### config.mk
export PLATFORM = sky130hd
export DESIGN_NAME = pll_retune_seq
export DESIGN_NICKNAME = d
export VERILOG_FILES = /design/src/rtl/pll_seq_pkg.sv /design/src/rtl/pll_seq_validate.sv /design/src/rtl/pll_seq_ustick.sv /design/src/rtl/pll_seq_bank.sv /design/src/rtl/pll_retune_seq.sv
export SDC_FILE = /design/constraint.sdc
export NUM_CORES = 1
export LEC_CHECK = 0
export BUFFER_PORTS_ARGS = -buffer_cell sky130_fd_sc_hd__clkbuf_2
export CELL_PAD_IN_SITES_DETAIL_PLACEMENT = 0
export CELL_PAD_IN_SITES_GLOBAL_PLACEMENT = 1
export CORE_UTILIZATION = 49
export CTS_CLUSTER_SIZE = 30
export DETAILED_ROUTE_END_ITERATION = 10
export HOLD_SLACK_MARGIN = 0.1
export PLACE_DENSITY = 0.78
export SYNTH_ARGS = -nofsm -noshare
export SYNTH_HDL_FRONTEND = slang
export SYNTH_HIERARCHICAL = 1
export SYNTH_SLANG_ARGS = --single-unit
### constraint.sdc
create_clock -name clk -period 13.25 [get_ports clk]
set_input_delay 0.6625 -clock clk [delete_from_list [all_inputs] [get_ports clk]]
set_output_delay 0.6625 -clock clk [all_outputs]
set_load 0.02 [all_outputs]
### src/rtl/pll_seq_pkg.sv
package pll_seq_pkg;

  typedef enum logic [2:0] {
    S_IDLE,
    S_CHECK,
    S_SLOW,
    S_RESET,
    S_PROG,
    S_SETTLE,
    S_RELEASE,
    S_LOCK
  } seq_state_t;

  // one-cycle control strobes applied to the selected PLLs
  typedef struct packed {
    logic to_slow;
    logic to_norm;
    logic rst_on;
    logic rst_off;
    logic wr;
  } pll_ctl_t;

endpackage

### src/rtl/pll_seq_validate.sv
module pll_seq_validate #(
  parameter int NUM_PLL     = 5,
  parameter int IDX_W       = 3,
  parameter int NR_W        = 6,
  parameter int NF_W        = 13,
  parameter int NO_W        = 4,
  parameter int REF_KHZ     = 24000,
  parameter int VCO_MIN_KHZ = 440000,
  parameter int VCO_MAX_KHZ = 2200000,
  parameter int OUT_MIN_KHZ = 27500,
  parameter int OUT_MAX_KHZ = 2200000
) (
  input  logic [IDX_W-1:0] idx_a,
  input  logic [IDX_W-1:0] idx_b,
  input  logic             pair,
  input  logic [NR_W-1:0]  nr,
  input  logic [NF_W-1:0]  nf,
  input  logic [NO_W:0]    no,
  output logic             ok
);

  localparam int MW = 48;
  localparam logic [MW-1:0] REF_V  = MW'(REF_KHZ);
  localparam logic [MW-1:0] VMIN_V = MW'(VCO_MIN_KHZ);
  localparam logic [MW-1:0] VMAX_V = MW'(VCO_MAX_KHZ);
  localparam logic [MW-1:0] OMIN_V = MW'(OUT_MIN_KHZ);
  localparam logic [MW-1:0] OMAX_V = MW'(OUT_MAX_KHZ);
  localparam logic [NO_W:0] NO_MAX = {1'b1, {NO_W{1'b0}}};
  localparam logic [IDX_W:0] NPLL_V = (IDX_W+1)'(NUM_PLL);

  logic [MW-1:0] prod, nr_x, nrno;
  logic vco_ok, out_ok, no_ok, idx_ok;

  // exact rational range tests: no divider in the path
  always_comb begin
    prod   = REF_V * MW'(nf);
    nr_x   = MW'(nr);
    nrno   = nr_x * MW'(no);
    vco_ok = (prod >= VMIN_V * nr_x) && (prod <= VMAX_V * nr_x);
    out_ok = (prod >= OMIN_V * nrno) && (prod <= OMAX_V * nrno);
    no_ok  = (no != '0) && (no <= NO_MAX) && ((no == (NO_W+1)'(1)) || !no[0]);
    idx_ok = ({1'b0, idx_a} < NPLL_V) &&
             (!pair || (({1'b0, idx_b} < NPLL_V) && (idx_a != idx_b)));
    ok     = (nr != '0) && no_ok && idx_ok && vco_ok && out_ok;
  end

endmodule

### src/rtl/pll_seq_ustick.sv
module pll_seq_ustick #(
  parameter int CLK_MHZ = 8
) (
  input  logic clk,
  input  logic rst_n,
  input  logic clr,
  output logic tick
);

  localparam int PW = (CLK_MHZ > 1) ? $clog2(CLK_MHZ) : 1;
  localparam logic [PW-1:0] LAST = PW'(CLK_MHZ - 1);

  logic [PW-1:0] pre_q, pre_d;

  always_comb begin
    tick  = (pre_q == LAST) && !clr;
    pre_d = pre_q;
    if (clr || tick) pre_d = '0;
    else             pre_d = pre_q + PW'(1);
  end

  always_ff @(posedge clk or negedge rst_n) begin
    if (!rst_n) pre_q <= '0;
    else        pre_q <= pre_d;
  end

endmodule

### src/rtl/pll_seq_bank.sv
module pll_seq_bank
  import pll_seq_pkg::*;
#(
  parameter int NUM_PLL = 5,
  parameter int NR_W    = 6,
  parameter int NF_W    = 13,
  parameter int NO_W    = 4,
  parameter int BW_W    = 12
) (
  input  logic                    clk,
  input  logic                    rst_n,
  input  logic [NUM_PLL-1:0]      sel,
  input  pll_ctl_t                ctl,
  input  logic [NO_W-1:0]         od_d,
  input  logic [NR_W-1:0]         ref_d,
  input  logic [NF_W-1:0]         fb_d,
  input  logic [BW_W-1:0]         bw_d,
  output logic [NUM_PLL-1:0]      mode_q,
  output logic [NUM_PLL-1:0]      prst_q,
  output logic [NUM_PLL*NO_W-1:0] od_q,
  output logic [NUM_PLL*NR_W-1:0] ref_q,
  output logic [NUM_PLL*NF_W-1:0] fb_q,
  output logic [NUM_PLL*BW_W-1:0] bw_q
);

  for (genvar i = 0; i < NUM_PLL; i++) begin : g_pll
    logic            mode_r, prst_r;
    logic [NO_W-1:0] od_r;
    logic [NR_W-1:0] ref_r;
    logic [NF_W-1:0] fb_r;
    logic [BW_W-1:0] bw_r;
    logic            mode_en, prst_en, fld_en;

    assign mode_en = sel[i] && (ctl.to_slow || ctl.to_norm);
    assign prst_en = sel[i] && (ctl.rst_on || ctl.rst_off);
    assign fld_en  = sel[i] && ctl.wr;

    always_ff @(posedge clk or negedge rst_n) begin
      if (!rst_n) begin
        mode_r <= 1'b1;
        prst_r <= 1'b0;
      end else begin
        if (mode_en) mode_r <= ctl.to_norm;
        if (prst_en) prst_r <= ctl.rst_on;
      end
    end

    always_ff @(posedge clk or negedge rst_n) begin
      if (!rst_n) begin
        od_r  <= '0;
        ref_r <= '0;
        fb_r  <= '0;
        bw_r  <= '0;
      end else if (fld_en) begin
        od_r  <= od_d;
        ref_r <= ref_d;
        fb_r  <= fb_d;
        bw_r  <= bw_d;
      end
    end

    assign mode_q[i]                 = mode_r;
    assign prst_q[i]                 = prst_r;
    assign od_q[i*NO_W +: NO_W]      = od_r;
    assign ref_q[i*NR_W +: NR_W]     = ref_r;
    assign fb_q[i*NF_W +: NF_W]      = fb_r;
    assign bw_q[i*BW_W +: BW_W]      = bw_r;
  end

endmodule

### src/rtl/pll_retune_seq.sv
module pll_retune_seq
  import pll_seq_pkg::*;
#(
  parameter int NUM_PLL     = 5,
  parameter int CLK_MHZ     = 8,
  parameter int REF_KHZ     = 24000,
  parameter int SETTLE_US   = 10,
  parameter int LOCK_TMO_US = 50,
  parameter int STAT_W      = 16,
  parameter int LOCK_LSB    = 5,
  parameter int NR_W        = 6,
  parameter int NF_W        = 13,
  parameter int NO_W        = 4,
  parameter int BW_W        = 12,
  parameter int VCO_MIN_KHZ = 440000,
  parameter int VCO_MAX_KHZ = 2200000,
  parameter int OUT_MIN_KHZ = 27500,
  parameter int OUT_MAX_KHZ = 2200000,
  localparam int IDX_W      = (NUM_PLL > 1) ? $clog2(NUM_PLL) : 1
) (
  input  logic                    clk,
  input  logic                    rst_n,
  input  logic                    req_valid,
  input  logic                    req_pair,
  input  logic [IDX_W-1:0]        req_idx_a,
  input  logic [IDX_W-1:0]        req_idx_b,
  input  logic [NR_W-1:0]         req_nr,
  input  logic [NF_W-1:0]         req_nf,
  input  logic [NO_W:0]           req_no,
  output logic                    busy,
  output logic                    done,
  output logic                    err,
  output logic [NUM_PLL-1:0]      pll_mode,
  output logic [NUM_PLL-1:0]      pll_rst,
  output logic [NUM_PLL*NO_W-1:0] pll_od,
  output logic [NUM_PLL*NR_W-1:0] pll_ref,
  output logic [NUM_PLL*NF_W-1:0] pll_fb,
  output logic [NUM_PLL*BW_W-1:0] pll_bw,
  input  logic [STAT_W-1:0]       lock_stat
);

  localparam int CNT_MAX = (SETTLE_US > LOCK_TMO_US) ? SETTLE_US : LOCK_TMO_US;
  localparam int CNT_W   = $clog2(CNT_MAX + 1);
  localparam logic [CNT_W-1:0] SETTLE_LAST = CNT_W'(SETTLE_US - 1);
  localparam logic [CNT_W-1:0] TMO_LAST    = CNT_W'(LOCK_TMO_US - 1);

  seq_state_t state_q, state_d;
  pll_ctl_t   ctl;

  logic             cap_en, cnt_clr, cnt_inc, tmr_clr, tick;
  logic             done_d, err_d, done_q, err_q, req_ok, all_locked;
  logic [IDX_W-1:0] cap_a, cap_b;
  logic             cap_pair;
  logic [NR_W-1:0]  cap_nr;
  logic [NF_W-1:0]  cap_nf;
  logic [NO_W:0]    cap_no;
  logic [NUM_PLL-1:0] mask_d, mask_q;
  logic [NUM_PLL-1:0] lock_raw, lock_m, lock_s;
  logic [CNT_W-1:0] us_cnt;
  logic [NO_W-1:0]  od_d;
  logic [NR_W-1:0]  ref_d;
  logic [NF_W-1:0]  fb_d;
  logic [BW_W-1:0]  bw_d;
  logic             unused_stat_bits;

  // ---- lock bit decode and synchronizer ----
  for (genvar i = 0; i < NUM_PLL; i++) begin : g_lock
    assign lock_raw[i] = lock_stat[LOCK_LSB + i];
  end
  assign unused_stat_bits = ^lock_stat;

  always_ff @(posedge clk or negedge rst_n) begin
    if (!rst_n) begin
      lock_m <= '0;
      lock_s <= '0;
    end else begin
      lock_m <= lock_raw;
      lock_s <= lock_m;
    end
  end

  assign all_locked = ((lock_s & mask_q) == mask_q);

  // ---- request capture ----
  assign mask_d = (NUM_PLL'(1) << req_idx_a) |
                  (req_pair ? (NUM_PLL'(1) << req_idx_b) : '0);

  always_ff @(posedge clk or negedge rst_n) begin
    if (!rst_n) begin
      cap_a    <= '0;
      cap_b    <= '0;
      cap_pair <= 1'b0;
      cap_nr   <= '0;
      cap_nf   <= '0;
      cap_no   <= '0;
      mask_q   <= '0;
    end else if (cap_en) begin
      cap_a    <= req_idx_a;
      cap_b    <= req_idx_b;
      cap_pair <= req_pair;
      cap_nr   <= req_nr;
      cap_nf   <= req_nf;
      cap_no   <= req_no;
      mask_q   <= mask_d;
    end
  end

  pll_seq_validate #(
    .NUM_PLL(NUM_PLL), .IDX_W(IDX_W), .NR_W(NR_W), .NF_W(NF_W), .NO_W(NO_W),
    .REF_KHZ(REF_KHZ), .VCO_MIN_KHZ(VCO_MIN_KHZ), .VCO_MAX_KHZ(VCO_MAX_KHZ),
    .OUT_MIN_KHZ(OUT_MIN_KHZ), .OUT_MAX_KHZ(OUT_MAX_KHZ)
  ) u_val (
    .idx_a(cap_a), .idx_b(cap_b), .pair(cap_pair),
    .nr(cap_nr), .nf(cap_nf), .no(cap_no), .ok(req_ok)
  );

  // ---- field encodings ----
  assign od_d  = NO_W'(cap_no - (NO_W+1)'(1));
  assign ref_d = cap_nr - NR_W'(1);
  assign fb_d  = cap_nf - NF_W'(1);
  assign bw_d  = BW_W'((cap_nf >> 1) - NF_W'(1));

  // ---- microsecond base ----
  pll_seq_ustick #(.CLK_MHZ(CLK_MHZ)) u_tick (
    .clk(clk), .rst_n(rst_n), .clr(tmr_clr), .tick(tick)
  );

  always_ff @(posedge clk or negedge rst_n) begin
    if (!rst_n)       us_cnt <= '0;
    else if (cnt_clr) us_cnt <= '0;
    else if (cnt_inc) us_cnt <= us_cnt + CNT_W'(1);
  end

  // ---- sequencer ----
  always_comb begin
    state_d = state_q;
    ctl     = '0;
    cap_en  = 1'b0;
    cnt_clr = 1'b0;
    cnt_inc = 1'b0;
    tmr_clr = 1'b0;
    done_d  = 1'b0;
    err_d   = 1'b0;
    case (state_q)
      S_IDLE: begin
        if (req_valid) begin
          cap_en  = 1'b1;
          state_d = S_CHECK;
        end
      end
      S_CHECK: begin
        if (req_ok) state_d = S_SLOW;
        else begin
          err_d   = 1'b1;
          state_d = S_IDLE;
        end
      end
      S_SLOW: begin
        ctl.to_slow = 1'b1;
        state_d     = S_RESET;
      end
      S_RESET: begin
        ctl.rst_on = 1'b1;
        state_d    = S_PROG;
      end
      S_PROG: begin
        ctl.wr  = 1'b1;
        tmr_clr = 1'b1;
        cnt_clr = 1'b1;
        state_d = S_SETTLE;
      end
      S_SETTLE: begin
        if (tick) begin
          if (us_cnt == SETTLE_LAST) state_d = S_RELEASE;
          else                       cnt_inc = 1'b1;
        end
      end
      S_RELEASE: begin
        ctl.rst_off = 1'b1;
        tmr_clr     = 1'b1;
        cnt_clr     = 1'b1;
        state_d     = S_LOCK;
      end
      S_LOCK: begin
        if (tick) begin
          if (all_locked) begin
            ctl.to_norm = 1'b1;
            done_d      = 1'b1;
            state_d     = S_IDLE;
          end else if (us_cnt == TMO_LAST) begin
            err_d   = 1'b1;
            state_d = S_IDLE;
          end else begin
            cnt_inc = 1'b1;
          end
        end
      end
      default: state_d = S_IDLE;
    endcase
  end

  always_ff @(posedge clk or negedge rst_n) begin
    if (!rst_n) begin
      state_q <= S_IDLE;
      done_q  <= 1'b0;
      err_q   <= 1'b0;
    end else begin
      state_q <= state_d;
      done_q  <= done_d;
      err_q   <= err_d;
    end
  end

  pll_seq_bank #(
    .NUM_PLL(NUM_PLL), .NR_W(NR_W), .NF_W(NF_W), .NO_W(NO_W), .BW_W(BW_W)
  ) u_bank (
    .clk(clk), .rst_n(rst_n), .sel(mask_q), .ctl(ctl),
    .od_d(od_d), .ref_d(ref_d), .fb_d(fb_d), .bw_d(bw_d),
    .mode_q(pll_mode), .prst_q(pll_rst),
    .od_q(pll_od), .ref_q(pll_ref), .fb_q(pll_fb), .bw_q(pll_bw)
  );

  assign busy = (state_q != S_IDLE);
  assign done = done_q;
  assign err  = err_q;

endmodule

# --- Word-level counts from Yosys, hierarchy flattened ---
# Index checks and enable logic that the tools add are counted.
totals:
  reg_bits: 245
  latchBits: 0
  mem_bits_rw: 0
  romBits: 0
  input_bits: 50
  out_inout_bits: 188
  elab_cells: 159
  memories: 0
classes:
  addsub: 6
  multipliers: 6
  div_mod_pow: 0
  n_lt_le_gt_ge: 7
  eq_ne: 18
  n_shift: 2
  mux: 33
  bitwise: 2
  reduce_logical: 41
op_table:
  columns: ["op", "n"]
  rows:
  - ["28-bit by 33-bit less-or-equal comparator with 1-bit output", 1]
  - ["28-bit by 25-bit >= comparator with 1-bit output", 1]
  - ["28-bit by 26-bit >= comparator with 1-bit output", 1]
  - ["28-bit less-or-equal comparator", 1]
  - ["16-bit by 11-bit multiplier with 27-bit output (first input constant)", 1]
  - ["1-bit logical AND", 26]
  - ["13-bit by 11-bit multiplier with 24-bit output (first input constant)", 1]
  - ["3-bit one-hot mux with 8 select lines", 1]
  - ["16-bit by 6-bit multiplier with 22-bit output (first input constant)", 1]
  - ["9-bit by 13-bit multiplier with 22-bit output (first input constant)", 1]
  - ["3-bit two-way mux", 7]
  - ["13-bit by 6-bit multiplier with 19-bit output (first input constant)", 1]
  - ["1-bit two-way mux", 19]
  - ["3-bit == test (second input constant)", 5]
  - ["13-bit by 1-bit subtractor with 13-bit output (second input constant)", 1]
  - ["6-bit two-way mux", 2]
  - ["12-bit by 1-bit subtractor with 12-bit output (second input constant)", 1]
  - ["6-bit by 5-bit multiplier with 11-bit output", 1]
  - ["1-bit by 3-bit left shift with 5-bit output (first input constant)", 2]
  - ["2-bit != test (second input constant)", 4]
  - ["6-bit by 1-bit adder with 6-bit output (second input constant)", 1]
  - ["3-bit by 2-bit == test with 1-bit output (second input constant)", 2]
  - ["6-bit by 4-bit == test with 1-bit output (second input constant)", 1]
  - ["6-bit == test (second input constant)", 1]
  - ["24 further kinds", 32]

# --- Longest topological paths before layout ---
# Gate-level depths: netlist of the first run.
depth:
  ltp_word: 9
  depth_mapped: 40
  mapped_depth_nobuf: 40

# --- Modules after synthesis ---
# The synthesis of the first run kept the hierarchy.
modules_own_cells:
  columns: ["mod", "instances", "cells_each", "area_per_inst_um2"]
  rows:
  - ["pll_seq_validate", 1, 1461, 13095.1]
  - ["pll_seq_bank", 1, 411, 7606.0]
  - ["pll_retune_seq", 1, 289, 2940.3]
  - ["pll_seq_ustick", 1, 9, 126.4]

# --- Worst setup path before layout of the first run ---
# No wires, ideal clock.
synth_path:
  path_type: "register -> register"
  startpoint: "register cap_nr[2]"
  endpoint: "register err_q (netlist: err)"
  setup_time_ns: 0.122
  arrival_time_ns: 9.619
  setup_slack_ns: 3.510
  stages_incl_launch_ff: 38
  path_cell_list: "dfrtp_1 -> and2_1 -> fa_1 -> fa_1 -> fa_1 -> ha_1 -> nor2b_1 -> o21ai_0 -> nand2b_1 -> a311oi_1 -> a21oi_1 -> xor2_1 -> nand2_1 -> fa_1 -> inv_1 -> fa_1 -> inv_1 -> fa_1 -> [2 not listed] -> ha_1 -> a21o_1 -> a21o_1 -> a21oi_2 -> o21ai_2 -> or3_1 -> a21oi_1 -> xor2_1 -> ha_1 -> nand4_1 -> or4_1 -> nand4_1 -> o21ai_0 -> a32oi_1 -> nor3_1 -> a211oi_1 -> nor2_1 -> a32o_1"
synth_between:
  elab_chain_cells: 7
  elab_cells_between_ends: 18
  cone_classes: "mul: 5; order compare: 4; mux: 2; reduce/logical: 7"
synth_rtl:
  columns: ["item", "line", "text"]
  rows:
  - ["start: declaration", "pll_retune_seq.sv:54", "logic [NR_W-1:0] cap_nr;"]
  - ["start signal: assignment", "pll_retune_seq.sv:101", "cap_nr <= req_nr;"]
  - ["6-bit by 5-bit multiplier with 11-bit output, or another cell as far along", "pll_seq_validate.sv:38", "nrno = nr_x * MW'(no);"]
  - ["16-bit by 11-bit multiplier with 27-bit output, or another cell as far along", "pll_seq_validate.sv:40", "out_ok = (prod >= OMIN_V * nrno) && (prod <= OMAX_V * nrno);"]
  - ["28-bit by 33-bit less-or-equal comparator with 1-bit output, or another cell as far along", "pll_seq_validate.sv:40", null]
  - ["1-bit logical AND (on tied branches)", "pll_seq_validate.sv:40, pll_seq_validate.sv:44", null]
  - ["1-bit logical AND *", "pll_seq_validate.sv:44", "ok = (nr != '0) && no_ok && idx_ok && vco_ok && out_ok;"]
  - ["net req_ok", "pll_retune_seq.sv:51", "logic done_d, err_d, done_q, err_q, req_ok, all_locked;"]
  - ["1-bit two-way mux *", "pll_retune_seq.sv:152", "if (req_ok) state_d = S_SLOW;"]
  - ["1-bit one-hot mux with 2 select lines *", "pll_retune_seq.sv:144", "case (state_q)"]
  - ["net err_d", "pll_retune_seq.sv:51", null]
  - ["end signal: assignment", "pll_retune_seq.sv:210", "err_q <= err_d;"]
  - ["end: declaration", "pll_retune_seq.sv:51", null]
# The timed path passes the listed nets; every way through them passes the cells marked *.
# A chain may end at the register's enable or synchronous reset.

# --- Final worst setup path of the first run ---
layout_path:
  startpoint: "register cap_nr[1]"
  endpoint: "register err_q (netlist: err)"
# Same word-level chain as after synthesis.

==> flow_summary_export.csv, run 1 <==
group,metric,value,unit
outcome,status,"finished clean",
clock_network,hold_buffers,0,
sta,rsz0062_at_grt,"false",
sta,setup_viol,0,
sta,fin_tns_setup,0,ps
detailed_routing,drt-initial-drc-count,857,
worst_setup_path,startpoint_type,"flop",
die,die_w,222,um
detailed_routing,highest_layer,"met5",
global_route,grt_pass1_vias,16899,
synth,yosysWarningCount,6,
placement,routabilityCongestion,0.851,
worst_setup_path,cp.arrival,11640,ps
sta,fmax,0.0890,GHz
clock_network,cts_buffers,26,
detailed_routing,m1WireLength,26700,um
detailed_routing,route.met2.wl,27200,um
synth,synthCells,2170,
die,die_y,222,um
sta,fin_crit_sh,84.8,%
worst_setup_path,worstPathRequired,13660,ps
sta,fin_crit,11240,ps
finish,postLayoutCoreUtil,55.1,%
synth,synth_edf_count,0,
clock_network,insertion_delay,530,ps
global_route,grt_first_pass_wirelength,93000,um
clock_network,path_clk_slew,60,ps
finish,area_growth,10.6,%
synth,synth_cell_type_count,75,
die,io_pins,238,
worst_setup_path,max_stage_delay,670,ps
sta,finClkSkew,17.1,ps
synth,ys_seq_area_share,25.8,%
clock_network,cts_resized,0,
hold_path,hp-class,"in -> async",
clock_network,root_buffer,"clkbuf_16",
synth,netlist_area,23800,um^2
worst_setup_path,startpoint,"cap_nr[1]",
detailed_routing,wl,57700,um
detailed_routing,avgViaCountPerCell,5.42,
synth,synth_top_area_share,25.3,%
synth,synth_top_flop_cell,"dfrtp_1",
run,max_cap_violations,0,
sta,hold_violations,0,
finish,drive_above_1_share,21.3,%
worst_setup_path,path_common_cell,"fa_1",
synth,synth_nets,2773,
detailed_routing,wl_per_cell,19.0,um
synth,avgSynthCellArea,11.0,um^2
placement,portBuffers,226,
worst_setup_path,endpoint_kind,"flop",
worst_setup_path,worstSetupPathType,"reg -> reg",
detailed_routing,postRouteAntennaNets,0,
synth,synth_area_leaders,"dfrtp_1 (25%), ha_1 (20%), fa_1 (14%), mux2_4 (9.5%), inv_1 (5.3%)",
clock_network,cts_setup_buffers,0,
global_route,antenna_found_initial,2,
die,rows,80,
clock_network,cts_tree,"done",
placement,post-dp-hpwl,46000,um
global_route,grtUsageTotal,23.7,%
finish,nets,2999,
sta,relSlewSlack,27.0,%
synth,ys_ff_latch,245,
detailed_routing,met3_length,2020,um
sta,maxSlewViolCount,0,
die,core-area,47700,um^2
clock_network,htree_levels,1,
die,die-area,49400,um^2
worst_setup_path,critPathSlowestCell,"dfrtp_1",
worst_setup_path,worstReg2RegStart,"cap_nr[1]",
synth,synthArstFlopShare,100,%
die,initial_core_util,49.8,%
sta,worst_pin_slew,1090,ps
worst_setup_path,cp_max_fo,14,
detailed_routing,num_vias,16416,
global_route,grt_max_degree,106,
clock_network,clockBufferDepth,3,
clock_network,cts_sinks,245,
global_route,grt_overflow,0,
detailed_routing,drc,0,
detailed_routing,drt-pass1-iter-count,5,
synth,yosysTopAreaCell,"dfrtp_1",
==> critical path, delay by kind of cell (launching register included) <==
| kind | cells | cell delay, ps |
|---|---|---|
| AOI/OAI and AO/OA | 12 | 2730 |
| xor gates and xnor gates | 2 | 680 |
| adders and majority gates | 10 | 4620 |
| buffers and inverters | 3 | 190 |
| DFF | 1 | 670 |
| and+or+nand+nor | 10 | 2220 |
==> worst paths after layout <==
check                                          endpoint  slack, ps  depth (start not counted)
worst min-delay path            u_bank/g_pll[0].bw_r[0]        160                          1
max in group asynchronous       u_bank/g_pll[0].fb_r[5]      11600                          2
worst max register to register                      err       2010                         37
min in group clk                              lock_m[1]        240                          1
worst max-delay path                                err       2010                         37
worst min register to register                lock_s[2]        350                          0
==> stage by stage <==
step | std cells | area, um^2 | hold WS (ps) | setup slack [ps]
floorplan | 2170 | 23800 | 331 | 3510
global placement | 2983 | 25500 | 332 | 2010
detailed placement | 2983 | 25500 | 337 | 1940
CTS | 3029 | 26300 | 185 | 1880
global route | 3030 | 26300 | 221 | 1280
finish | 3030 | 26300 | 161 | 2010
==> cells by family after synthesis <==
| logic type | Yosys count | synth area share [%] |
|---|---|---|
| adder cells (fa/ha/maj) | 553 | 34.4 |
| buffers and inverters | 377 | 6.66 |
| AND/OR/NAND/NOR | 349 | 7.82 |
| AO/OA/AOI/OAI | 328 | 9.05 |
| flip-flops | 245 | 25.8 |
| multiplexers | 203 | 12.0 |
| XOR/XNOR | 115 | 4.32 |
==> sequential cells by signal, indices dropped and copies added, names as in the netlist, 5 cells and up <==
| name | cells |
|---|---|
| cap_nr | 6 |
| u_bank/g_pll.fb_r | 65 |
| u_bank/g_pll.od_r | 20 |
| mask_q | 5 |
| cap_no | 5 |
| us_cnt | 6 |
| u_bank/g_pll.prst_r | 5 |
| cap_nf | 13 |
| u_bank/g_pll.bw_r | 60 |
| u_bank/g_pll.ref_r | 30 |
| lock_m | 5 |
| lock_s | 5 |
| u_bank/g_pll.mode_r | 5 |
==> cell usage after synthesis (15+ instances only) <==
master    instances
mux2_4          150
nor2b_1          22
and2_1           35
nand4_1          20
ha_1            387
o21a_1           15
nand2_1          71
nor2_1           67
inv_1           338
dfrtp_1         240
buf_6            17
nor3_1           34
a21oi_1         101
o21ai_0          57
xor2_1           57
xnor2_1          57
mux2_2           51
fa_1            166
nand3_1          26
nand2b_1         22
a21o_1           47
==> cell usage in the layout, fill, tap and decap left out, types with 14 or more instances in the layout <==
cell and instances:
o21ai_0 57, fa_1 166, nor2_1 66, a21o_1 47
a211oi_1 14, nand3_1 26, mux2_4 150, nand4_1 20
nor3_1 34, o21a_1 15, nor2b_1 22, dfrtp_1 240
clkbuf_16 26, and2_1 35, nand2b_1 22, clkbuf_2 225
inv_1 338, a21oi_1 101, ha_1 387, xor2_1 57
nand2_1 71, xnor2_1 57, mux2_2 51
==> per-layer routing <==
layer | global-route usage (%) | vias up
li1 | - | 7873
met1 | 32.6 | 8089
met2 | 39.7 | 370
met3 | 2.34 | 82
met4 | 7.06 | 2
met5 | 0 | -
==> cell type report <==
class | instances | area (um^2)
fill | 4211 | 21500
inverter | 338 | 1270
sequential | 245 | 6140
multi-input combinational | 1548 | 16100
clock buffer | 43 | 805
timing repair buffer | 237 | 1220
tap | 615 | 769
antenna | 1 | 2.50
clock inverter | 3 | 26.3
Power of run 1 is not shown: default switching activity piles up to over one toggle a cycle in this logic, so the estimate is an artifact.
==> run 2, diff against run 1 <==
==> constraint.sdc (replaced) <==
create_clock -name clk -period 10.65 [get_ports clk]
set_input_delay 0.5325 -clock clk [delete_from_list [all_inputs] [get_ports clk]]
set_output_delay 0.5325 -clock clk [all_outputs]
set_load 0.02 [all_outputs]
==> flow_summary_export.csv, run 2 (synthesis gave the netlist of run 1 again) <==
group,metric,value,unit
outcome,status,"finished clean",
sta,maxSlewViolCount,0,
placement,portBuffers,226,
finish,nets,3020,
die,initial_core_util,49.8,%
global_route,grt_overflow,0,
finish,final_common_cell,"ha_1",
worst_setup_path,worstSetupPathType,"reg -> reg",
clock_network,path_clk_slew,60,ps
die,io_pins,238,
detailed_routing,drt-initial-drc-count,995,
global_route,grtUsageTotal,24.0,%
detailed_routing,wl,58300,um
sta,setup_viol,0,
clock_network,cts_buffers,26,
finish,area_growth,11.9,%
clock_network,root_buffer,"clkbuf_16",
clock_network,clockBufferDepth,3,
worst_setup_path,endpoint_kind,"flop",
sta,fin_tns_setup,0,ps
finish,largest_reg_flops,65,
worst_setup_path,max_stage_delay,590,ps
detailed_routing,avgViaCountPerCell,5.40,
placement,post-dp-hpwl,46600,um
finish,top_regs,"u_bank/g_pll.fb_r (65), u_bank/g_pll.bw_r (60), u_bank/g_pll.ref_r (30)",
clock_network,htree_levels,1,
run,max_cap_violations,0,
sta,finClkSkew,18.3,ps
worst_setup_path,critPathSlowestCell,"fa_1",
placement,routabilityCongestion,0.854,
detailed_routing,wl_per_cell,19.1,um
detailed_routing,num_vias,16483,
sta,fmax,0.0989,GHz
sta,hold_violations,0,
detailed_routing,drc,0,
sta,fin_crit,10110,ps
finish,finalNonFillerCells,3054,
sta,worst_pin_slew,1180,ps
die,core-area,47700,um^2
die,die_y,222,um
clock_network,insertion_delay,550,ps
detailed_routing,postRouteAntennaNets,0,
finish,drive_above_1_share,22.4,%
worst_setup_path,cp.arrival,10540,ps
sta,fin_crit_sh,95.0,%
global_route,antenna_found_initial,1,
die,die-area,49400,um^2
clock_network,cts_tree,"done",
worst_setup_path,startpoint_type,"flop",
worst_setup_path,cp_max_fo,9,
global_route,grt_max_degree,103,
finish,regMostFlops,"u_bank/g_pll.fb_r",
sta,rsz0062_at_grt,"false",
die,die_w,222,um
die,rows,80,
sta,relSlewSlack,20.8,%
finish,fill_cells,4082,
global_route,grt_pass1_vias,16911,
worst_setup_path,worstPathRequired,11070,ps
global_route,grt_first_pass_wirelength,93800,um
placement,dp_cells,2997,
detailed_routing,drt-pass1-iter-count,5,
finish,layout_common_cells,"ha_1 (385), inv_1 (338), dfrtp_1 (238), clkbuf_2 (225), fa_1 (166)",
hold_path,hp-class,"in -> reg",
clock_network,cts_sinks,245,
worst_setup_path,path_common_cell,"fa_1",
## run 2: layout make-up
type / count / area, um^2 / share of cell area [%]
Tap cell: 615 / 769 / 2.89
Inverter: 338 / 1270 / 4.77
Clock buffer: 34 / 741 / 2.78
Sequential cell: 245 / 6140 / 23.1
Multi-Input combinational cell: 1548 / 16100 / 60.5
Antenna cell: 2 / 5.00 / 0.0188
Clock inverter: 14 / 191 / 0.719
Timing Repair Buffer: 258 / 1390 / 5.24
## run 2: final timing paths
check,startpoint,end,slack (ps),depth (start not counted)
setup reg to reg,cap_no[4],err,540,41
hold reg to reg,lock_m[0],lock_s[0],340,0
max in group asynchronous,rst_n,u_bank/g_pll[1].bw_r[4],8510,3
hold / removal,lock_stat[5],lock_m[0],120,1
setup / recovery,cap_no[4],err,540,41
min in group asynchronous,rst_n,u_bank/g_pll[0].bw_r[0],600,2
## run 2: timing repair
action                                 in CTS  in global routing
setup endpoints to repair                   0                  2
gates resized for setup                     0                  7
hold buffers                                5                  0
setup buffers                               0                  2
endpoints found under the hold margin     104                  0
## run 2: stage by stage
stage	instance area, um^2	hold WS [ps]	utilization, %	setup slack (ps)
5_1_grt	26600	104	55.7	13.5
2_1_floorplan	23800	237	-	910
3_3_place_gp	25600	332	53.5	280
3_5_place_dp	25600	335	53.5	283
4_1_cts	26500	103	55.6	168
6_report	26600	118	55.7	537
## run 2: critical path, delay by kind of cell (launching register included)
family          cells  cell delay (ps)
xor+xnor            2              250
compound gates     12             2080
flops               1              450
fa+ha+maj          11             4900
simple gates        8             1560
buf+inv             8              740
## run 2: metal layers
metal / part of all wire [%] / vias up / GRT usage [%]
li1: - / 7911 / -
met1: 46 / 8174 / 32.9
met2: 48 / 326 / 40.4
met3: 3.5 / 72 / 2.41
met4: 2.4 / 0 / 6.25
met5: 0 / - / 0
Power of run 2 is left out for the same reason.
==> run 3, diff against run 2 <==
==> constraint.sdc (replaced) <==
create_clock -name clk -period 9.4 [get_ports clk]
set_input_delay 0.47 -clock clk [delete_from_list [all_inputs] [get_ports clk]]
set_output_delay 0.47 -clock clk [all_outputs]
set_load 0.02 [all_outputs]
==> flow_summary_export.csv, run 3 (synthesis gave the netlist of run 1 again) <==
group,metric,value,unit
outcome,status,"finished with violations",
outcome,failed_checks,"setup timing",
sta,setup_slack,-68.4,ps
worst_setup_path,crit_family,"adder cells",
clock_network,root_buffer,"clkbuf_16",
placement,routabilityCongestion,0.885,
finish,drive_above_1_share,27.5,%
worst_setup_path,critPathSlowestCell,"fa_1",
global_route,met1_usage,33.6,%
die,initial_core_util,49.8,%
detailed_routing,num_vias,17034,
clock_network,clockBufferDepth,3,
global_route,antenna_found_initial,1,
detailed_routing,wl_per_cell,19.0,um
global_route,grt_util_met3,2.64,%
finish,area_growth,16.5,%
finish,nets,3130,
global_route,grt_max_degree,106,
sta,rsz0062_at_grt,"true",
worst_setup_path,endpoint_kind,"flop",
finish,regMostFlops,"u_bank/g_pll.fb_r",
global_route,busiest_layer,"met2",
placement,dpl-instance-area,26300,um^2
worst_setup_path,worstPathRequired,9810,ps
hold_path,hp-class,"in -> reg",
global_route,grt_first_pass_wirelength,96300,um
die,die-area,49400,um^2
global_route,grtUsageTotal,24.5,%
detailed_routing,wl,60000,um
worst_setup_path,startpoint_type,"flop",
sta,relSlewSlack,25.2,%
finish,finalNonFillerCells,3162,
detailed_routing,drt-initial-drc-count,840,
die,die_y,222,um
clock_network,insertion_delay,540,ps
clock_network,path_clk_slew,60,ps
sta,hold_violations,0,
sta,maxSlewViolCount,0,
die,core-area,47700,um^2
detailed_routing,postRouteAntennaNets,0,
global_route,grt_pass1_vias,17522,
sta,worst_hold_slack,146,ps
global_route,grt_overflow,0,
worst_setup_path,cp_max_fo,3,
finish,largest_reg_flops,65,
sta,finClkSkew,31.8,ps
sta,fin_crit,9470,ps
worst_setup_path,path_common_cell,"fa_1",
detailed_routing,drt-pass1-iter-count,7,
placement,post-dp-hpwl,48000,um
global_route,use_met2,41.4,%
die,io_pins,238,
detailed_routing,avgViaCountPerCell,5.39,
die,rows,80,
finish,final_common_cell,"ha_1",
sta,worst_pin_slew,1110,ps
clock_network,htree_levels,1,
sta,setup_viol,2,
clock_network,cts_tree,"done",
worst_setup_path,cp.arrival,9880,ps
sta,fin_tns_setup,-114,ps
die,die_w,222,um
clock_network,cts_sinks,245,
sta,fmax,0.106,GHz
worst_setup_path,crit_buf_inv,7,
run,max_cap_violations,0,
finish,fin_area,27700,um^2
sta,fin_crit_sh,101,%
clock_network,cts_buffers,26,
worst_setup_path,worstSetupPathType,"reg -> reg",
finish,top_regs,"u_bank/g_pll.fb_r (65), u_bank/g_pll.bw_r (60), u_bank/g_pll.ref_r (30)",
placement,dp_cells,3091,
placement,portBuffers,226,
detailed_routing,drc,0,
finish,layout_common_cells,"ha_1 (375), inv_1 (333), dfrtp_1 (237), clkbuf_2 (225), fa_1 (164)",
worst_setup_path,max_stage_delay,560,ps
## run 3: routing by layer
metal / up-vias / share of wire, %
met5: - / 0
met4: 0 / 2.8
met3: 86 / 3.6
met2: 358 / 48
met1: 8475 / 46
li1: 8115 / -
## run 3: final timing paths
| check | from | to | slack, ps | cells after the start |
|---|---|---|---|---|
| setup / recovery | cap_nr[1] | err | -70 | 41 |
| setup reg to reg | cap_nr[1] | err | -70 | 41 |
| max in group asynchronous | rst_n | u_bank/g_pll[2].bw_r[4] | 7260 | 3 |
| hold reg to reg | lock_m[3] | lock_s[3] | 350 | 0 |
| hold / removal | req_nf[2] | cap_nf[2] | 150 | 3 |
| min in group asynchronous | rst_n | u_bank/g_pll[3].fb_r[8] | 560 | 2 |
## run 3: timing repair
item                                    4_1_cts  5_1_grt
hold buffers                                  6        0
gates resized for setup                      30       39
endpoints found under the hold margin       106        0
pin swaps                                    46       27
setup buffers                                12        7
endpoints found under the setup margin        2        2
## run 3: area by class of cell
type                       count  area, um^2
multi-input combinational   1548       16400
tap                          615         769
timing repair buffer         368        2230
fill                        4022       20000
sequential                   245        6140
antenna                        1        2.50
clock buffer                  39         749
inverter                     338        1270
clock inverter                 8         110
## run 3: tightest hold or removal path, cell delays in order
cell	delay [ps]
clkbuf_2	70
nand2_1	40
o21ai_0	60
## run 3: through the flow
stage	worst slack (ps)	utilization [%]
after detailed placement	-603	55.1
after global routing	-440	58.0
after global placement	-593	55.1
after CTS	-206	57.5
after floorplan	16.8	-
final	-68.4	58.0
Power of run 3 is left out for the same reason.
